`src/rtl/pcyc_pkg.sv`:
```
package pcyc_pkg;

   typedef enum logic [1:0] {
      SEL_ENTRY = 2'd0,
      SEL_START = 2'd1,
      SEL_END   = 2'd2,
      SEL_SPEED = 2'd3
   } host_sel_e;

endpackage

```
`src/rtl/pcyc_ctrl.sv`:
```
module pcyc_ctrl
   import pcyc_pkg::*;
#(
   parameter int IDX_W   = 8,
   parameter int SPEED_W = 8
) (
   input  logic               clk,
   input  logic               rst_n,
   input  logic               frame_start,
   input  logic               host_we,
   input  logic [1:0]         host_sel,
   input  logic [IDX_W-1:0]   host_idx_val,
   input  logic [SPEED_W-1:0] host_spd_val,
   output logic [IDX_W-1:0]   win_start,
   output logic [IDX_W-1:0]   win_end,
   output logic [SPEED_W-1:0] speed,
   output logic [IDX_W-1:0]   offset,
   output logic               win_on
);
   localparam int LEN_W = IDX_W + 1;

   logic [SPEED_W-1:0] fcnt_q;
   logic [LEN_W-1:0]   win_len;
   logic [LEN_W-1:0]   off_inc;
   logic               cfg_wr;
   logic               count_en;

   assign win_on   = (win_start <= win_end);
   assign win_len  = {1'b0, win_end} - {1'b0, win_start} + LEN_W'(1);
   assign off_inc  = {1'b0, offset} + LEN_W'(1);
   assign cfg_wr   = host_we && (host_sel != SEL_ENTRY);
   assign count_en = frame_start && win_on && (speed != '0);

   always_ff @(posedge clk or negedge rst_n) begin
      if (!rst_n) begin
         win_start <= '0;
         win_end   <= '0;
         speed     <= '0;
         offset    <= '0;
         fcnt_q    <= '0;
      end else if (cfg_wr) begin
         case (host_sel)
            SEL_START: win_start <= host_idx_val;
            SEL_END:   win_end   <= host_idx_val;
            default:   speed     <= host_spd_val;
         endcase
         offset <= '0;
         fcnt_q <= '0;
      end else if (count_en) begin
         if (fcnt_q == speed - SPEED_W'(1)) begin
            fcnt_q <= '0;
            offset <= (off_inc == win_len) ? '0 : IDX_W'(off_inc);
         end else begin
            fcnt_q <= fcnt_q + SPEED_W'(1);
         end
      end
   end

endmodule

```
`src/rtl/pcyc_remap.sv`:
```
module pcyc_remap #(
   parameter int IDX_W    = 8,
   parameter bit CYCLE_EN = 1'b1
) (
   input  logic [IDX_W-1:0] idx,
   input  logic [IDX_W-1:0] win_start,
   input  logic [IDX_W-1:0] win_end,
   input  logic [IDX_W-1:0] offset,
   input  logic             win_on,
   output logic [IDX_W-1:0] addr
);
   localparam int LEN_W = IDX_W + 1;

   generate
      if (CYCLE_EN) begin : g_cycle
         logic             in_win;
         logic [IDX_W-1:0] rel;
         logic [LEN_W-1:0] win_len;
         logic [LEN_W-1:0] sum;
         logic [LEN_W-1:0] wrapped;

         assign in_win  = win_on && (idx >= win_start) && (idx <= win_end);
         assign rel     = idx - win_start;
         assign win_len = {1'b0, win_end} - {1'b0, win_start} + LEN_W'(1);
         assign sum     = {1'b0, rel} + {1'b0, offset};
         assign wrapped = (sum >= win_len) ? (sum - win_len) : sum;
         assign addr    = in_win ? (win_start + IDX_W'(wrapped)) : idx;
      end else begin : g_plain
         assign addr = idx;
      end
   endgenerate

endmodule

```
`src/rtl/pcyc_ram.sv`:
```
module pcyc_ram #(
   parameter int IDX_W  = 8,
   parameter int DATA_W = 12
) (
   input  logic              clk,
   input  logic              rst_n,
   input  logic              we,
   input  logic [IDX_W-1:0]  waddr,
   input  logic [DATA_W-1:0] wdata,
   input  logic              re,
   input  logic [IDX_W-1:0]  raddr,
   output logic [DATA_W-1:0] rdata
);
   localparam int DEPTH = 1 << IDX_W;

   logic [DATA_W-1:0] mem [DEPTH];

   always_ff @(posedge clk) begin
      if (we) begin
         mem[waddr] <= wdata;
      end
   end

   always_ff @(posedge clk or negedge rst_n) begin
      if (!rst_n) begin
         rdata <= '0;
      end else if (re) begin
         rdata <= mem[raddr];
      end
   end

endmodule

```
`src/rtl/palette_cycler.sv`:
```
module palette_cycler
   import pcyc_pkg::*;
#(
   parameter int IDX_W    = 8,
   parameter int CH_W     = 4,
   parameter int SPEED_W  = 8,
   parameter bit CYCLE_EN = 1'b1
) (
   input  logic                clk,
   input  logic                rst_n,
   input  logic                pix_valid,
   input  logic [IDX_W-1:0]    pix_index,
   input  logic                frame_start,
   input  logic                host_we,
   input  logic [1:0]          host_sel,
   input  logic [IDX_W-1:0]    host_addr,
   input  logic [3*CH_W-1:0]   host_data,
   output logic                rgb_valid,
   output logic [3*CH_W-1:0]   rgb_out
);
   localparam int RGB_W = 3 * CH_W;

   generate
      if (IDX_W < 1 || IDX_W > 12) begin : g_bad_idx
         $error("palette_cycler: IDX_W must lie in 1..12");
      end
      if (CH_W < 1) begin : g_bad_ch
         $error("palette_cycler: CH_W must be at least 1");
      end
      if (SPEED_W < 1 || RGB_W < SPEED_W || RGB_W < IDX_W) begin : g_bad_spd
         $error("palette_cycler: register fields must fit in host_data");
      end
   endgenerate

   logic [IDX_W-1:0]   win_start;
   logic [IDX_W-1:0]   win_end;
   logic [SPEED_W-1:0] speed;
   logic [IDX_W-1:0]   offset;
   logic               win_on;
   logic [IDX_W-1:0]   lut_addr;
   logic [RGB_W-1:0]   lut_data;
   logic               v1_q;
   logic               entry_we;

   assign entry_we = host_we && (host_sel == SEL_ENTRY);

   pcyc_ctrl #(
      .IDX_W   (IDX_W),
      .SPEED_W (SPEED_W)
   ) u_ctrl (
      .clk          (clk),
      .rst_n        (rst_n),
      .frame_start  (frame_start),
      .host_we      (host_we),
      .host_sel     (host_sel),
      .host_idx_val (host_data[IDX_W-1:0]),
      .host_spd_val (host_data[SPEED_W-1:0]),
      .win_start    (win_start),
      .win_end      (win_end),
      .speed        (speed),
      .offset       (offset),
      .win_on       (win_on)
   );

   pcyc_remap #(
      .IDX_W    (IDX_W),
      .CYCLE_EN (CYCLE_EN)
   ) u_remap (
      .idx       (pix_index),
      .win_start (win_start),
      .win_end   (win_end),
      .offset    (offset),
      .win_on    (win_on),
      .addr      (lut_addr)
   );

   pcyc_ram #(
      .IDX_W  (IDX_W),
      .DATA_W (RGB_W)
   ) u_ram (
      .clk   (clk),
      .rst_n (rst_n),
      .we    (entry_we),
      .waddr (host_addr),
      .wdata (host_data),
      .re    (pix_valid),
      .raddr (lut_addr),
      .rdata (lut_data)
   );

   always_ff @(posedge clk or negedge rst_n) begin
      if (!rst_n) begin
         v1_q      <= 1'b0;
         rgb_valid <= 1'b0;
         rgb_out   <= '0;
      end else begin
         v1_q      <= pix_valid;
         rgb_valid <= v1_q;
         if (v1_q) begin
            rgb_out <= lut_data;
         end
      end
   end

endmodule

```
`config.mk`:
```
export PLATFORM = sky130hd
export DESIGN_NAME = palette_cycler
export DESIGN_NICKNAME = d
export VERILOG_FILES = /design/src/rtl/pcyc_pkg.sv /design/src/rtl/pcyc_ctrl.sv /design/src/rtl/pcyc_remap.sv /design/src/rtl/pcyc_ram.sv /design/src/rtl/palette_cycler.sv
export SDC_FILE = /design/constraint.sdc
export NUM_CORES = 2
export LEC_CHECK = 0
export ABC_AREA = 1
export BUFFER_PORTS_ARGS = -buffer_cell sky130_fd_sc_hd__buf_2
export CORE_AREA = 10 10 671 673
export CTS_BUF_LIST = sky130_fd_sc_hd__clkbuf_8
export DETAILED_ROUTE_END_ITERATION = 6
export DIE_AREA = 0 0 681 683
export PLACE_DENSITY = 0.42
export SLEW_MARGIN = 40
export SYNTH_ARGS = -nofsm -noshare
export SYNTH_HDL_FRONTEND = slang
export SYNTH_HIERARCHICAL = 1
export SYNTH_SLANG_ARGS = --single-unit
```
`constraint.sdc`:
```
create_clock -name clk -period 14.5 [get_ports clk]
set_input_delay 2.9 -clock clk [delete_from_list [all_inputs] [get_ports clk]]
set_output_delay 2.9 -clock clk [all_outputs]
set_load 0.1 [all_outputs]
```
# Word level (Yosys, flattened, before mapping)
# Memory sizes are Yosys's and may differ from the RTL's. A register that Yosys moved wholly into a read port is not among the register bits.
# Index checks and enable logic that the tools add are counted.
# op_classes
addsub	9
n_lt_le_gt_ge	4
n_eq_ne	4
muxes	11
bitwise	1
n_reduce_logical	17
# op_table
operator	n
two-way mux 8 bit	9
<= comparator 8 bit	2
subtractor 8 bit	2
adder 8 x 1 -> 9 bit, second input constant	1
adder 8 x 8 -> 9 bit	1
adder 9 x 1 -> 9 bit, second input constant	1
== test 9 bit	1
greater-or-equal comparator 9 bit	1
subtractor 8 x 8 -> 9 bit	1
adder 8 x 1 -> 8 bit, second input constant	1
adder 8 bit	1
== test 8 bit	1
greater-or-equal comparator 8 bit	1
AND reduction 2 bit	4
nonzero test 8 bit	1
subtractor 8 x 1 -> 8 bit, second input constant	1
logical AND 1 bit	6
nonzero test 2 bit	3
== test 2 x 1 -> 1 bit, second input constant	1
== test 2 bit, second input constant	1
logical NOT 2 bit	1
two-way mux 1 bit	2
OR reduction 2 bit	1
logical NOT 1 bit	1
NOT 1 bit	1
# totals
register_bits	54
ramBits	3072
output_inout_bits	13
memories	1
# mem_list
name	depth	width	read_ports	rd_ports_with_merged_regs	write_ports	line	text
u_ram.mem	256	12	1	1	1	pcyc_ram.sv:16	logic [DATA_W-1:0] mem [DEPTH];

# Logic depth before layout (Yosys ltp)
# depth
depth_word	7
ltp_mapped	44

# Cells and area by module
# Netlist, hierarchy kept.
# modules_own_cells
module	instances	cells_per_inst	area_per_inst_um2	seq_area_each_um2
pcyc_ram	1	10313	124567.0	92548.8
pcyc_ctrl	1	432	3052.9	1001.0
pcyc_remap	1	352	2202.1	0.0
palette_cycler	1	56	519.2	350.3

# Worst setup path before layout
# No wires, ideal clock.
# synth_path
kind	input -> register
from	in pix_index[0]
to	reg u_ram.rdata[10] (read register of u_ram.mem)
setup_time_ps	66
arrival_time_ps	8216
required_time_ps	14434
slack_ps	6218
stages	40
path_buffers	4
cell_sequence	inv_1 ha_1 inv_1 fa_1 nand3_1 and2_4 inv_2 a31oi_1 xor2_1 ha_1 nand2_1 inv_1 a21oi_1 nand2_1 nand2_1 nand2_1 ha_1 nand2_1 [4 not listed] buf_2 o21ai_0 ha_1 fa_1 nand3_1 nand2_1 xor2_1 o21ai_2 buf_2 clkinv_1 clkbuf_1 clkbuf_1 nand3_1 nand3_1 nand3_1 nand3_1 nand3_1 nand2_1
# synth_via
elab_chain_cells	6
elab_cells_between_ends	11
cone_classes	add/sub (4); order compare (3); mux (2); reduce/logical (2)
# synth_rtl
item	line	text
start: declaration	palette_cycler.sv:12	input logic [IDX_W-1:0] pix_index,
subtractor 8 bit	pcyc_remap.sv:23	assign rel = idx - win_start;
adder 8 x 8 -> 9 bit	pcyc_remap.sv:25	assign sum = {1'b0, rel} + {1'b0, offset};
subtractor 8 bit or greater-or-equal comparator 9 bit (tied branches)	pcyc_remap.sv:26	assign wrapped = (sum >= win_len) ? (sum - win_len) : sum;
two-way mux 8 bit	pcyc_remap.sv:26	
adder 8 bit	pcyc_remap.sv:27	assign addr = in_win ? (win_start + IDX_W'(wrapped)) : idx;
two-way mux 8 bit *	pcyc_remap.sv:27	
net lut_addr[4]	palette_cycler.sv:40	logic [IDX_W-1:0] lut_addr;
end: declaration	pcyc_ram.sv:12	output logic [DATA_W-1:0] rdata
# The timed path passes the listed nets; every way through them passes the cells marked *.
# A chain may end at the register's enable or synchronous reset.

# Worst setup path after layout
# layout_path
from	in pix_index[0]
to	reg u_ram.rdata[6] (read register of u_ram.mem)
# Same word-level chain as after synthesis.

==> summary by stage <==
Logic synthesis
The area of the mapped netlist is 0.130 sq mm. The Yosys step of the flow raised 6 warnings. The number of nets in the synthesized netlist is 11279. Ranked by total cell area, the synthesized netlist is headed by sky130_fd_sc_hd__edfxtp_1 (71%), sky130_fd_sc_hd__nand3_1 (12%), sky130_fd_sc_hd__nand2_1 (9.8%), sky130_fd_sc_hd__buf_2 (1.5%), sky130_fd_sc_hd__dfrtp_1 (1.3%). The number of enable flip-flop cells after synthesis is 3072.

Synthesis produced 11153 cells. The biggest area contributor in the post-synthesis netlist is sky130_fd_sc_hd__edfxtp_1. The number of register bits inferred by synthesis is 3138. Among all flip-flop cells after synthesis, the most frequent one is sky130_fd_sc_hd__edfxtp_1. The area share of the leading cell type in the synthesized netlist is 70.8%. The sequential share of the synthesized area is 72.0%. After synthesis, the netlist uses 46 different library cells.

Each instance of the synthesized netlist takes up on average 11.7 sq um. The proportion of synthesized flip-flops having asynchronous set or reset is 2.10%.

Critical path
The cell repeated most along the worst path is sky130_fd_sc_hd__nand3_1. Of all nets on the critical path, the largest fanout is 89. At the worst endpoint, the required time is 15.57 ns. The register-to-register setup slack is 4.95 ns. The cell type of the slowest stage on the worst timing path is sky130_fd_sc_hd__inv_8.

The maximum single-stage delay on the critical path is 0.56 ns. The worst setup path is of the in2reg kind. Data arrives at the worst endpoint at 12.07 ns.

The worst setup path is launched from an input port. The worst setup path is captured at a register.

Clock network
The number of buffers inserted during clock tree synthesis is 564. The clock tree from TritonCTS is done. In this run the post-CTS setup repair buffer count came out at 0. Once the clock tree was built, the resizer swapped 0 gates to a different size. The clock latency on the worst-skew pair is 1.22 ns.

The tree is rooted in a sky130_fd_sc_hd__clkbuf_8. In this run the deepest clock path goes through 4 buffers. The count of hold-fix buffers inserted at cts is 0. The number of sinks driven by the clock tree is 3138. Clock-pin slew was measured on the worst setup and hold paths at 0.06 ns.

The number of levels the H-tree was split into is 6.

Routing
Detailed routing inserted a total of 88093 vias. After the first detailed-routing iteration, the DRC count stood at 8481. The number of remaining DRC errors is 0. After detailed routing, the number of vias per cell comes to 5.01.

The detailed-route wire length per cell is 25.1 um. The first detailed-routing pass took 6 iterations. Once detail routing completed, the nets flagged for antenna violations numbered 0.

The sum of routed wire length over all layers is 441 mm.

Layout
Excluding fillers, the count of instances in the completed layout stands at 17572. Relative to the synthesized area, the layout overhead comes to 13.7%. The top cell types in the final layout, fill and taps aside, are sky130_fd_sc_hd__nand2_1 (3362), sky130_fd_sc_hd__nand3_1 (3119), sky130_fd_sc_hd__edfxtp_1 (3072). In the final design database the tool counted 11516 nets. Counting the fill cells in the layout gives 43450. Of the cells placed in the final design, the portion with a size suffix greater than 1 is 10.3%.

The library cell used most frequently in the layout, excluding fill and tap cells, is sky130_fd_sc_hd__nand2_1. The final cell area excluding filler cells is 0.148 sq mm. Cells fill 33.9% of the core in the end.

Global route
The number of antenna violations at the first check in global routing is 30. In the global route stage, overall resource usage came out at 18.2%. The via count of the first global-routing pass is 85539. For this run the aggregate overflow at the end of global routing stands at 0. Entering global routing, the biggest net connects 170 pins.

The first global-routing pass estimated 631 mm of wire.

STA
The final count of pins violating max slew is 0. Setup violations remaining at the end of the flow were counted as 0. In this run the tightest slew margin relative to its limit is 40.1%. Setup repair after global routing left no endpoint under its margin. The tightest hold margin is 0.529 ns.

In the finished design, the share of the clock period the worst path needs comes to 75.9%. At the pin with the least slew margin, the transition time is 0.899 ns. After routing, the total negative slack on setup checks comes to 0 ns. The clock arrives with 0.0590 ns of skew. The highest clock frequency the design can meet is 0.0909 GHz. The minimum period implied by the final worst setup slack is 11.00 ns. The total count of hold-check failures in the final report came to 0.

Power and ir drop
The total power divided by cell area is 175 mW/mm^2. VDD sags by at most 0.131 mV. For this design the static power due to leakage is 0.0527 uW.

Placement
The weighted congestion at the end of routability-driven global placement is 0.804. After legalization and detailed placement, the total HPWL measured 243 mm. The standard cell area after detailed placement is 0.138 sq mm. During placement, the flow inserted port buffers numbering 47. Including well taps, the total number of placed cells is 16573.

Die
The initial utilization of the core area, before any placement, comes to 29.9%. The core region is 0.437 sq mm. The die covers 0.465 sq mm. In this run the core area contains 243 standard-cell rows. The height of the die is 683 um. In this run the horizontal extent of the chip is 681 um. In this run the count of I/O pins placed on the die edge is 48.

Hold path
The type of the tightest min-delay check is reg2reg.

Outcome
The run finished with clean final reports.

Run
Max-cap violations in this run came to 0.
-- cell families (layout without fill, tap and decap cells) --
kind of cell    Yosys count  in the layout  share of synthesized area (%)
simple gates           6893           6893                           23.0
flops                  3138           3138                           72.0
buf+inv                 900           1550                           3.42
compound gates           96             96                          0.414
fa+ha+maj                91             91                          0.908
xor+xnor                 31             31                          0.208
mux                       4              4                         0.0346
other cells               0             12                              0
-- path summary, 6_finish.rpt --
check / cells past startpoint / from / endpoint
max in group asynchronous: 2 / rst_n / u_ram/rdata[4]
hold / removal: 2 / u_ctrl/win_end[1] / u_ctrl/win_end[1]
min in group asynchronous: 1 / rst_n / u_ctrl/offset[6]
setup reg to reg: 40 / u_ctrl/win_start[2] / u_ram/rdata[6]
setup / recovery: 41 / pix_index[0] / u_ram/rdata[6]
hold reg to reg: 2 / u_ctrl/win_end[1] / u_ctrl/win_end[1]
-- power breakdown --
part	internal, uW	switching, uW	total, uW	leakage [uW]
clock network	3740	3760	7500	0.00577
logic	2090	6230	8320	0.0185
registers	10000	106	10100	0.0284
total	15800	10100	25900	0.0527
-- per-stage QoR --
| stage | setup WS, ns | power (uW) |
|---|---|---|
| 6_report | 3.50 | 25900 |
| 2_1_floorplan | 6.22 | 15300 |
| 3_3_place_gp | 2.10 | 18600 |
| 3_5_place_dp | 2.43 | 18600 |
| 5_1_grt | 3.10 | 27300 |
| 4_1_cts | 3.73 | 26200 |
-- sequential cells by signal, summed over array words and instances, names as in the netlist --
name and flops:
rgb_out 12, rgb_valid 1, u_ctrl/fcnt_q 8, u_ctrl/offset 8
u_ctrl/speed 8, u_ctrl/win_end 8, u_ctrl/win_start 8, u_ram/mem 3072
u_ram/rdata 12, v1_q 1
-- metal layers --
layer,track usage [%],vias to the layer above,part of all wire [%]
met5,0,-,0.017
met4,4.53,10,2.4
met3,3.07,638,6.1
met2,29.4,2872,46
met1,25.6,44536,45
li1,-,40037,-
-- worst max-delay path: cells and delay by family --
family,cells,cell delay [ns]
fa+ha+maj,6,1.96
compound gates,4,0.80
buf+inv,10,2.25
xor+xnor,1,0.18
simple gates,20,3.60
-- Yosys cell counts, drive strengths merged, types with 10 or more instances --
| master | number |
|---|---|
| a21oi | 39 |
| nand3 | 3123 |
| xor2 | 16 |
| nor2 | 351 |
| edfxtp | 3072 |
| buf | 597 |
| nand2 | 3395 |
| nand4 | 10 |
| dfrtp | 66 |
| ha | 85 |
| xnor2 | 15 |
| inv | 177 |
| o21ai | 44 |
| clkbuf | 124 |
-- area by class of cell --
class                   count  area (sq um)  area share, %
diodes                     12          30.0         0.0203
clock buffers             582          8010           5.40
clock inverters           397          1830           1.24
inverters                 179           719          0.485
multi-input cells        7115         32500           22.0
flip-flops and latches   3138         93900           63.4
well taps                5757          7200           4.86
repair buffers            392          3980           2.69
(Power assumes the default switching activity.)
